`config.mk`:
```
export PLATFORM = sky130hd
export DESIGN_NAME = sawb_cache
export DESIGN_NICKNAME = d
export VERILOG_FILES = /design/src/rtl/sawb_pkg.sv /design/src/rtl/sawb_tag_match.sv /design/src/rtl/sawb_victim_sel.sv /design/src/rtl/sawb_lru.sv /design/src/rtl/sawb_cache.sv
export SDC_FILE = /design/constraint.sdc
export NUM_CORES = 1
export LEC_CHECK = 0
export ABC_CLOCK_PERIOD_IN_PS = 9300
export BUFFER_PORTS_ARGS = -buffer_cell sky130_fd_sc_hd__buf_2
export CAP_MARGIN = 10
export CORE_ASPECT_RATIO = 1.75
export CORE_MARGIN = 3
export CORE_UTILIZATION = 55
export CTS_CLUSTER_DIAMETER = 150
export DETAILED_ROUTE_END_ITERATION = 10
export PLACE_DENSITY = 0.86
export SLEW_MARGIN = 20
export SYNTH_ARGS = -nofsm -noshare
export SYNTH_HDL_FRONTEND = slang
export SYNTH_HIERARCHICAL = 1
export SYNTH_SLANG_ARGS = --single-unit
```
`constraint.sdc`:
```
create_clock -name clk -period 9.3 [get_ports clk]
set_input_delay 1.395 -clock clk [delete_from_list [all_inputs] [get_ports clk]]
set_output_delay 1.395 -clock clk [all_outputs]
set_load 0.1 [all_outputs]
```
`src/rtl/sawb_pkg.sv`:
```
package sawb_pkg;
  typedef enum logic [2:0] {
    ST_IDLE,
    ST_LOOKUP,
    ST_WBACK,
    ST_FILL_REQ,
    ST_FILL_WAIT
  } cache_state_e;
endpackage

```
`src/rtl/sawb_tag_match.sv`:
```
// Parallel tag comparison across all ways of one set, qualified by valid bits.
module sawb_tag_match #(
  parameter int WAYS   = 2,
  parameter int WIDX_W = 1,
  parameter int TAG_W  = 4
) (
  input  logic [WAYS*TAG_W-1:0] way_tags,
  input  logic [WAYS-1:0]       way_valid,
  input  logic [TAG_W-1:0]      look_tag,
  output logic                  hit,
  output logic [WIDX_W-1:0]     hit_way
);
  logic [WAYS-1:0] match;

  for (genvar w = 0; w < WAYS; w++) begin : g_cmp
    assign match[w] = way_valid[w] && (way_tags[w*TAG_W +: TAG_W] == look_tag);
  end

  assign hit = |match;

  always_comb begin
    hit_way = '0;
    for (int w = WAYS - 1; w >= 0; w--) begin
      if (match[w]) hit_way = WIDX_W'(w);
    end
  end
endmodule

```
`src/rtl/sawb_victim_sel.sv`:
```
// Lowest-numbered invalid way wins; otherwise the LRU way.
module sawb_victim_sel #(
  parameter int WAYS   = 2,
  parameter int WIDX_W = 1
) (
  input  logic [WAYS-1:0]   way_valid,
  input  logic [WIDX_W-1:0] lru_way,
  output logic [WIDX_W-1:0] victim
);
  always_comb begin
    victim = lru_way;
    for (int w = WAYS - 1; w >= 0; w--) begin
      if (!way_valid[w]) victim = WIDX_W'(w);
    end
  end
endmodule

```
`src/rtl/sawb_lru.sv`:
```
// Per-set age ranks: age 0 is most recent, WAYS-1 is least recent.
module sawb_lru #(
  parameter int SETS   = 4,
  parameter int WAYS   = 2,
  parameter int SIDX_W = 2,
  parameter int WIDX_W = 1
) (
  input  logic              clk,
  input  logic              rst,
  input  logic              touch_en,
  input  logic [SIDX_W-1:0] touch_set,
  input  logic [WIDX_W-1:0] touch_way,
  input  logic [SIDX_W-1:0] query_set,
  output logic [WIDX_W-1:0] lru_way
);
  logic [WIDX_W-1:0] age_q [SETS][WAYS];

  always_ff @(posedge clk) begin
    if (rst) begin
      for (int s = 0; s < SETS; s++) begin
        for (int w = 0; w < WAYS; w++) begin
          age_q[s][w] <= WIDX_W'(WAYS - 1 - w);
        end
      end
    end else if (touch_en) begin
      for (int w = 0; w < WAYS; w++) begin
        if (WIDX_W'(w) == touch_way) begin
          age_q[touch_set][w] <= '0;
        end else if (age_q[touch_set][w] < age_q[touch_set][touch_way]) begin
          age_q[touch_set][w] <= age_q[touch_set][w] + 1'b1;
        end
      end
    end
  end

  always_comb begin
    lru_way = '0;
    for (int w = 0; w < WAYS; w++) begin
      if (age_q[query_set][w] == WIDX_W'(WAYS - 1)) lru_way = WIDX_W'(w);
    end
  end
endmodule

```
`src/rtl/sawb_cache.sv`:
```
module sawb_cache #(
  parameter int ADDR_W   = 8,
  parameter int SET_BITS = 2,
  parameter int WAY_BITS = 1,
  parameter int OFF_BITS = 2
) (
  input  logic                       clk,
  input  logic                       rst,
  input  logic                       req_valid,
  output logic                       req_ready,
  input  logic                       req_write,
  input  logic [ADDR_W-1:0]          req_addr,
  input  logic [7:0]                 req_wdata,
  output logic                       rsp_valid,
  output logic [7:0]                 rsp_rdata,
  output logic                       mem_wr_valid,
  input  logic                       mem_wr_ready,
  output logic [ADDR_W-1:0]          mem_wr_addr,
  output logic [(8<<OFF_BITS)-1:0]   mem_wr_data,
  output logic                       mem_rd_valid,
  input  logic                       mem_rd_ready,
  output logic [ADDR_W-1:0]          mem_rd_addr,
  input  logic                       mem_rsp_valid,
  input  logic [(8<<OFF_BITS)-1:0]   mem_rsp_data
);
  import sawb_pkg::*;

  localparam int SETS       = 1 << SET_BITS;
  localparam int WAYS       = 1 << WAY_BITS;
  localparam int LINE_BYTES = 1 << OFF_BITS;
  localparam int LINE_W     = 8 * LINE_BYTES;
  localparam int TAG_W      = ADDR_W - SET_BITS - OFF_BITS;
  localparam int SIDX_W     = (SET_BITS > 0) ? SET_BITS : 1;
  localparam int WIDX_W     = (WAY_BITS > 0) ? WAY_BITS : 1;
  localparam int OIDX_W     = (OFF_BITS > 0) ? OFF_BITS : 1;

  // Line storage
  logic [TAG_W-1:0]  tag_q   [SETS][WAYS];
  logic [LINE_W-1:0] data_q  [SETS][WAYS];
  logic [WAYS-1:0]   valid_q [SETS];
  logic [WAYS-1:0]   dirty_q [SETS];

  // Control state and the request held for the whole transaction
  cache_state_e      state_q;
  logic              wr_q;
  logic [ADDR_W-1:0] addr_q;
  logic [7:0]        wdata_q;
  logic [WIDX_W-1:0] vic_q;

  logic [SIDX_W-1:0] cur_set;
  logic [TAG_W-1:0]  cur_tag;
  logic [OIDX_W-1:0] cur_off;

  assign cur_set = SIDX_W'((addr_q >> OFF_BITS) & ADDR_W'(SETS - 1));
  assign cur_tag = TAG_W'(addr_q >> (OFF_BITS + SET_BITS));
  assign cur_off = OIDX_W'(addr_q & ADDR_W'(LINE_BYTES - 1));

  logic [WAYS*TAG_W-1:0] set_tags;
  always_comb begin
    for (int w = 0; w < WAYS; w++) set_tags[w*TAG_W +: TAG_W] = tag_q[cur_set][w];
  end

  logic              hit;
  logic [WIDX_W-1:0] hit_way;
  logic [WIDX_W-1:0] lru_way;
  logic [WIDX_W-1:0] victim;
  logic              fill_take;
  logic              lookup_hit;
  logic              touch_en;
  logic [WIDX_W-1:0] touch_way;

  sawb_tag_match #(.WAYS(WAYS), .WIDX_W(WIDX_W), .TAG_W(TAG_W)) u_match (
    .way_tags (set_tags),
    .way_valid(valid_q[cur_set]),
    .look_tag (cur_tag),
    .hit      (hit),
    .hit_way  (hit_way)
  );

  sawb_lru #(.SETS(SETS), .WAYS(WAYS), .SIDX_W(SIDX_W), .WIDX_W(WIDX_W)) u_lru (
    .clk      (clk),
    .rst      (rst),
    .touch_en (touch_en),
    .touch_set(cur_set),
    .touch_way(touch_way),
    .query_set(cur_set),
    .lru_way  (lru_way)
  );

  sawb_victim_sel #(.WAYS(WAYS), .WIDX_W(WIDX_W)) u_victim (
    .way_valid(valid_q[cur_set]),
    .lru_way  (lru_way),
    .victim   (victim)
  );

  assign lookup_hit = (state_q == ST_LOOKUP) && hit;
  assign fill_take  = (state_q == ST_FILL_WAIT) && mem_rsp_valid;
  assign touch_en   = lookup_hit || fill_take;
  assign touch_way  = fill_take ? vic_q : hit_way;

  // Port outputs
  logic [LINE_W-1:0] hit_line;
  assign hit_line     = data_q[cur_set][hit_way];
  assign req_ready    = (state_q == ST_IDLE);
  assign rsp_valid    = lookup_hit;
  assign rsp_rdata    = hit_line[8*cur_off +: 8];
  assign mem_wr_valid = (state_q == ST_WBACK);
  assign mem_wr_data  = data_q[cur_set][vic_q];
  assign mem_wr_addr  = (ADDR_W'(tag_q[cur_set][vic_q]) << (OFF_BITS + SET_BITS))
                      | (ADDR_W'(cur_set) << OFF_BITS);
  assign mem_rd_valid = (state_q == ST_FILL_REQ);
  assign mem_rd_addr  = addr_q & ~ADDR_W'(LINE_BYTES - 1);

  // Data and tag arrays (no reset; guarded by valid bits)
  always_ff @(posedge clk) begin
    if (lookup_hit && wr_q) begin
      data_q[cur_set][hit_way][8*cur_off +: 8] <= wdata_q;
    end
    if (fill_take) begin
      data_q[cur_set][vic_q] <= mem_rsp_data;
      tag_q[cur_set][vic_q]  <= cur_tag;
    end
  end

  // Sequencer, valid and dirty bits
  always_ff @(posedge clk) begin
    if (rst) begin
      state_q <= ST_IDLE;
      wr_q    <= 1'b0;
      addr_q  <= '0;
      wdata_q <= '0;
      vic_q   <= '0;
      for (int s = 0; s < SETS; s++) begin
        valid_q[s] <= '0;
        dirty_q[s] <= '0;
      end
    end else begin
      case (state_q)
        ST_IDLE: begin
          if (req_valid) begin
            wr_q    <= req_write;
            addr_q  <= req_addr;
            wdata_q <= req_wdata;
            state_q <= ST_LOOKUP;
          end
        end
        ST_LOOKUP: begin
          if (hit) begin
            if (wr_q) dirty_q[cur_set][hit_way] <= 1'b1;
            state_q <= ST_IDLE;
          end else begin
            vic_q   <= victim;
            state_q <= (valid_q[cur_set][victim] && dirty_q[cur_set][victim])
                       ? ST_WBACK : ST_FILL_REQ;
          end
        end
        ST_WBACK: begin
          if (mem_wr_ready) state_q <= ST_FILL_REQ;
        end
        ST_FILL_REQ: begin
          if (mem_rd_ready) state_q <= ST_FILL_WAIT;
        end
        ST_FILL_WAIT: begin
          if (mem_rsp_valid) begin
            valid_q[cur_set][vic_q] <= 1'b1;
            dirty_q[cur_set][vic_q] <= 1'b0;
            state_q <= ST_LOOKUP;
          end
        end
        default: state_q <= ST_IDLE;
      endcase
    end
  end
endmodule

```
# Word-level counts from Yosys, hierarchy flattened
# Memories as Yosys holds them, arrays and structs flattened. A register that Yosys moved wholly into a read port is not among the register bits.
# Cells that the tools add are included.
[classes]
addsub = 3
order_cmp = 12
n_eq_ne = 10
n_shift = 3
n_mux = 160
bitwise = 73
n_reduce_logical = 19
[ops]
columns = ["op", "n"]
rows = [
  ["$mux 32", 8],
  ["$mux 64", 2],
  ["$mux 1", 113],
  ["$or 1x1->1", 68],
  ["$demux 32 s1", 2],
  ["$mux 2", 22],
  ["$neg 5->34", 1],
  ["$shift 8x34->32 const A", 1],
  ["$shiftx 8x34->32", 1],
  ["$shiftx 32x6->8", 1],
  ["$mux 4", 4],
  ["$pmux 3 s5", 1],
  ["$mux 3", 4],
  ["$logic_and 1x1->1", 10],
  ["$eq 4x4->1", 2],
  ["$mux 8", 1],
  ["$or 8x4->8", 1],
  ["$reduce_or 2->1", 4],
  ["$eq 3x2->1 const B", 2],
  ["$ge 2x2->1 const B", 3],
  ["$lt 1x2->1 const B", 3],
  ["$not 1->2", 3],
  ["$demux 4 s1", 1],
  ["$lt 2x1->1 const B", 2],
  ["other kinds (13)", 20],
]
[word_totals]
regBits = 21
mem_bits_rw = 312
output_inout_bits = 60
wordCells = 290
memories = 5
[mem_list]
columns = ["name", "words", "width", "read_ports", "rd_clocked_by_memory_dff", "wr", "line_no", "source"]
rows = [
  ["data_q", 4, 64, 1, 1, 1, "sawb_cache.sv:39", "logic [LINE_W-1:0] data_q [SETS][WAYS];"],
  ["tag_q", 4, 8, 1, 1, 1, "sawb_cache.sv:38", "logic [TAG_W-1:0] tag_q [SETS][WAYS];"],
  ["dirty_q", 4, 2, 1, 1, 4, "sawb_cache.sv:41", "logic [WAYS-1:0] dirty_q [SETS];"],
  ["u_lru.age_q", 4, 2, 1, 1, 4, "sawb_lru.sv:16", "logic [WIDX_W-1:0] age_q [SETS][WAYS];"],
  ["valid_q", 4, 2, 1, 1, 4, "sawb_cache.sv:40", "logic [WAYS-1:0] valid_q [SETS];"],
]

# Depth between registers and ports, before layout
[depth]
depth_word = 18
ltp_mapped = 17
mapped_depth_nobuf = 10

# By module
# The synthesis kept the hierarchy.
[modules_own_cells]
columns = ["mod", "n_inst", "cells_per_inst", "area_each_um2"]
rows = [
  ["sawb_cache", 1, 1059, 15118.2],
  ["sawb_lru", 1, 45, 495.5],
  ["sawb_tag_match", 1, 17, 122.6],
  ["sawb_victim_sel", 1, 2, 11.3],
]

# Worst setup path after synthesis
# Ideal clock, no wire load.
[synth_path]
kind = "register -> output"
from = "register with a tool-made name"
to = "output port rsp_rdata[0]"
arrival_time_ns = 5.673
required_time_ns = 7.905
slack_ns = 2.232
path_stages_with_launch = 14
n_path_buf = 5
cell_sequence = "dfxtp_1 -> buf_4 -> buf_6 -> buf_4 -> mux4_2 -> a22o_1 -> a2111oi_2 -> nor2b_1 -> buf_4 -> buf_2 -> inv_1 -> nand2_1 -> o22ai_1 -> nor4_1"
[synth_lines]
columns = ["element", "line_no", "source"]
rows = [
  ["end: declaration", "sawb_cache.sv:15", "output logic [7:0] rsp_rdata,"],
]

==> flow_summary.json <==
{
  "status": "finished clean",
  "dr.pass1.iters": 6,
  "ir_worst_vdd_uv": 193,
  "seqPwrFrac_pct": 45.9,
  "chipHeight_um": 230,
  "hold_buffers": 0,
  "arrival_ns": 5.73,
  "cts_sinks": 335,
  "synthCells": 1123,
  "setup_violations": 0,
  "yosysUniqueCellTypes": 62,
  "regArea_um2": 9830,
  "synthTopCellsByCount": "311 x edfxtp_1, 259 x nand2_1, 102 x mux4_2, 55 x nor2_1, 39 x a21oi_1",
  "clockRootBuffer": "clkbuf_16",
  "grt_util_all_layers_pct": 27.5,
  "maxCapViolations": 0,
  "whs_ns": 0.481,
  "setup-tns-final_ns": 0,
  "hpwl_um": 28300,
  "via_per_inst": 6.61,
  "critPathBufInv": 4,
  "grt_pass1_vias": 10611,
  "route.layer.met1.wl_um": 13200,
  "avgSynthCellArea_um2": 14.0,
  "cp_top_family": "buffers and inverters",
  "endpoint_kind": "output port",
  "worst_pin_slew_ns": 1.07,
  "cts.reportedPaths.clkPinSlew_ns": 0.07,
  "fin_crit_sh_pct": 76.7,
  "fin_crit_ns": 7.13,
  "highest_layer": "met4",
  "numCtsBuffers": 28,
  "cts-htree-levels": 1,
  "critPathMaxFanout": 46,
  "ys_ff_latch": 335,
  "critPathLaunchType": "flip-flop",
  "required_ns": 7.91,
  "crit_slowest_cell": "dfxtp_4",
  "fin_skew_ns": 0.0174,
  "start_util_pct": 56.1,
  "synth_most_common_cell": "edfxtp_1",
  "drv_slew": 0,
  "grt_max_degree": 69,
  "cts_tree": "done",
  "pwr-share-comb_pct": 19.7,
  "synth_ff_type": "edfxtp_1",
  "critical_path_class": "flip-flop to output port",
  "relSlewSlack_pct": 28.4,
  "fmax_mhz": 140,
  "gp_congestion": 0.880,
  "io_pins": 115,
  "fp-row-count": 81,
  "ys_seq_area_share_pct": 62.4,
  "cp_common_cell": "buf_4",
  "numPortBuffers": 110,
  "synth_edf_count": 311,
  "clockBufferDepth": 3,
  "wl_met3_um": 4070,
  "fin_util_pct": 61.9,
  "coreArea_um2": 28100,
  "area_growth_pct": 10.3,
  "pwr-share-clk_pct": 34.4,
  "post-route-drc-count": 0,
  "yosysTopAreaCellShare_pct": 59.3,
  "fin_nets": 1249,
  "clock_latency_ns": 0.57,
  "multi_input_area_um2": 5390,
  "intPower_mw": 2.58,
  "num_vias": 10486,
  "synth_top_area_cell": "edfxtp_1",
  "p_sw_mw": 1.19,
  "wl_um": 42400,
  "grt-ovfl-total": 0,
  "dr_wl_met2_um": 21600,
  "antenna_found_initial": 1,
  "wl_per_cell_um": 26.7,
  "cts_setup_buffers": 0,
  "syn_area_um2": 15700,
  "async_flop_share_pct": 0,
  "die-area_um2": 30800,
  "ff2ff_setup_slack_ns": 3.68,
  "cts_resized": 0,
  "p_per_area_nw_per_um2": 217,
  "drive_gt1_share_pct": 25.4,
  "drt-initial-drc-count": 1382,
  "swShare_pct": 31.6,
  "nFillCells": 1981,
  "cp_slowest_stage_delay_ns": 0.72,
  "hold_violations": 0,
  "grt_pass1_wl_um": 63500,
  "die_x_um": 134,
  "hold_path_class": "flip-flop to flip-flop",
  "ys_warn_count": 6,
  "p_leak_nw": 5.22,
  "rsz0062_at_grt": "false",
  "ant_nets": 0,
  "synth_area_leaders": "edfxtp_1 59%, mux4_2 15%, nand2_1 6.2%",
  "crit_chain": "buf_4 > mux4_2 > a22o_1 > a2111oi_2 > nor2b_4 > buf_4 > inv_1 > nand2_1 > o22ai_1 > nor4_1 > buf_2"
}
layer usage:
layer  global-route usage (%)  vias up
met3                     4.38      185
li1                         -     4401
met4                     20.0        0
met1                     31.4     5087
met5                        0        -
met2                     46.6      813
power groups by stage:
stage	sequential [mW]	clock [mW]	combinational [mW]
2_1_floorplan	1.71	0	0.638
3_5_place_dp	1.76	0	0.733
3_3_place_gp	1.76	0	0.723
5_1_grt	1.74	1.36	0.771
4_1_cts	1.73	1.30	0.738
6_report	1.73	1.30	0.744
cell type report:
type | count | share of cell area [%]
sequential | 335 | 56.6
multi-input combinational | 695 | 31.0
clock buffer | 31 | 4.28
timing repair buffer | 120 | 3.60
tap | 373 | 2.69
clock inverter | 21 | 1.59
inverter | 9 | 0.195
antenna | 2 | 0.0288
layout by cell type, fill, tap and decap left out, types with 8 or more instances in the layout:
master       n
a211oi_1     9
a21oi_1     39
a31oi_1      9
buf_2      110
buf_4       10
clkbuf_16   29
dfxtp_1     21
edfxtp_1   311
inv_1        9
mux4_2     102
nand2_1    259
nand3_1      8
nor2_1      54
nor3_1      13
o21ai_0     37
o21ai_1     31
o22ai_1     13
or2_2       10
cell families after synthesis:
family / share of synthesized area (%)
multiplexers: 15.8
AND/OR/NAND/NOR: 10.9
other: 0.0238
XOR/XNOR: 0.278
flip-flops: 62.4
AO/OA/AOI/OAI: 6.62
buffers and inverters: 3.62
adder cells (fa/ha/maj): 0.397
worst paths after layout:
kind | startpoint | end | depth (start not counted)
max | flip-flop | rsp_rdata[0] | 11
min | u_lru/age_q[2][1]$_DFF_P_ | u_lru/age_q[2][1]$_DFF_P_ | 2
max reg2reg | flip-flop | data_q[2][15]$_DFFE_PP_ | 10
min reg2reg | u_lru/age_q[2][1]$_DFF_P_ | u_lru/age_q[2][1]$_DFF_P_ | 2
worst min-delay path: stages, from the launching register on:
cell and delay (ns):
dfxtp_1 0.33, a21oi_1 0.06, o21ai_0 0.06
metrics by stage:
stage / area (µm²) / cells / worst slack, ns / power, mW
after detailed placement: 16300 / 1532 / 2.90 / 2.50
after global routing: 17400 / 1585 / 1.92 / 3.87
after global placement: 16300 / 1532 / 3.08 / 2.48
final: 17400 / 1586 / 2.17 / 3.77
after floorplan: 15800 / 1126 / 2.23 / 2.35
after CTS: 17400 / 1584 / 2.28 / 3.77
flip-flops by register name, summed over array words and instances, names as in the netlist, named ones only:
signal	cells
data_q	256
addr_q	8
vic_q	1
u_lru/age_q	8
tag_q	32
state_q	3
wdata_q	8
wr_q	1
valid_q	8
dirty_q	8
No activity file was read; power rests on OpenSTA's default activity.
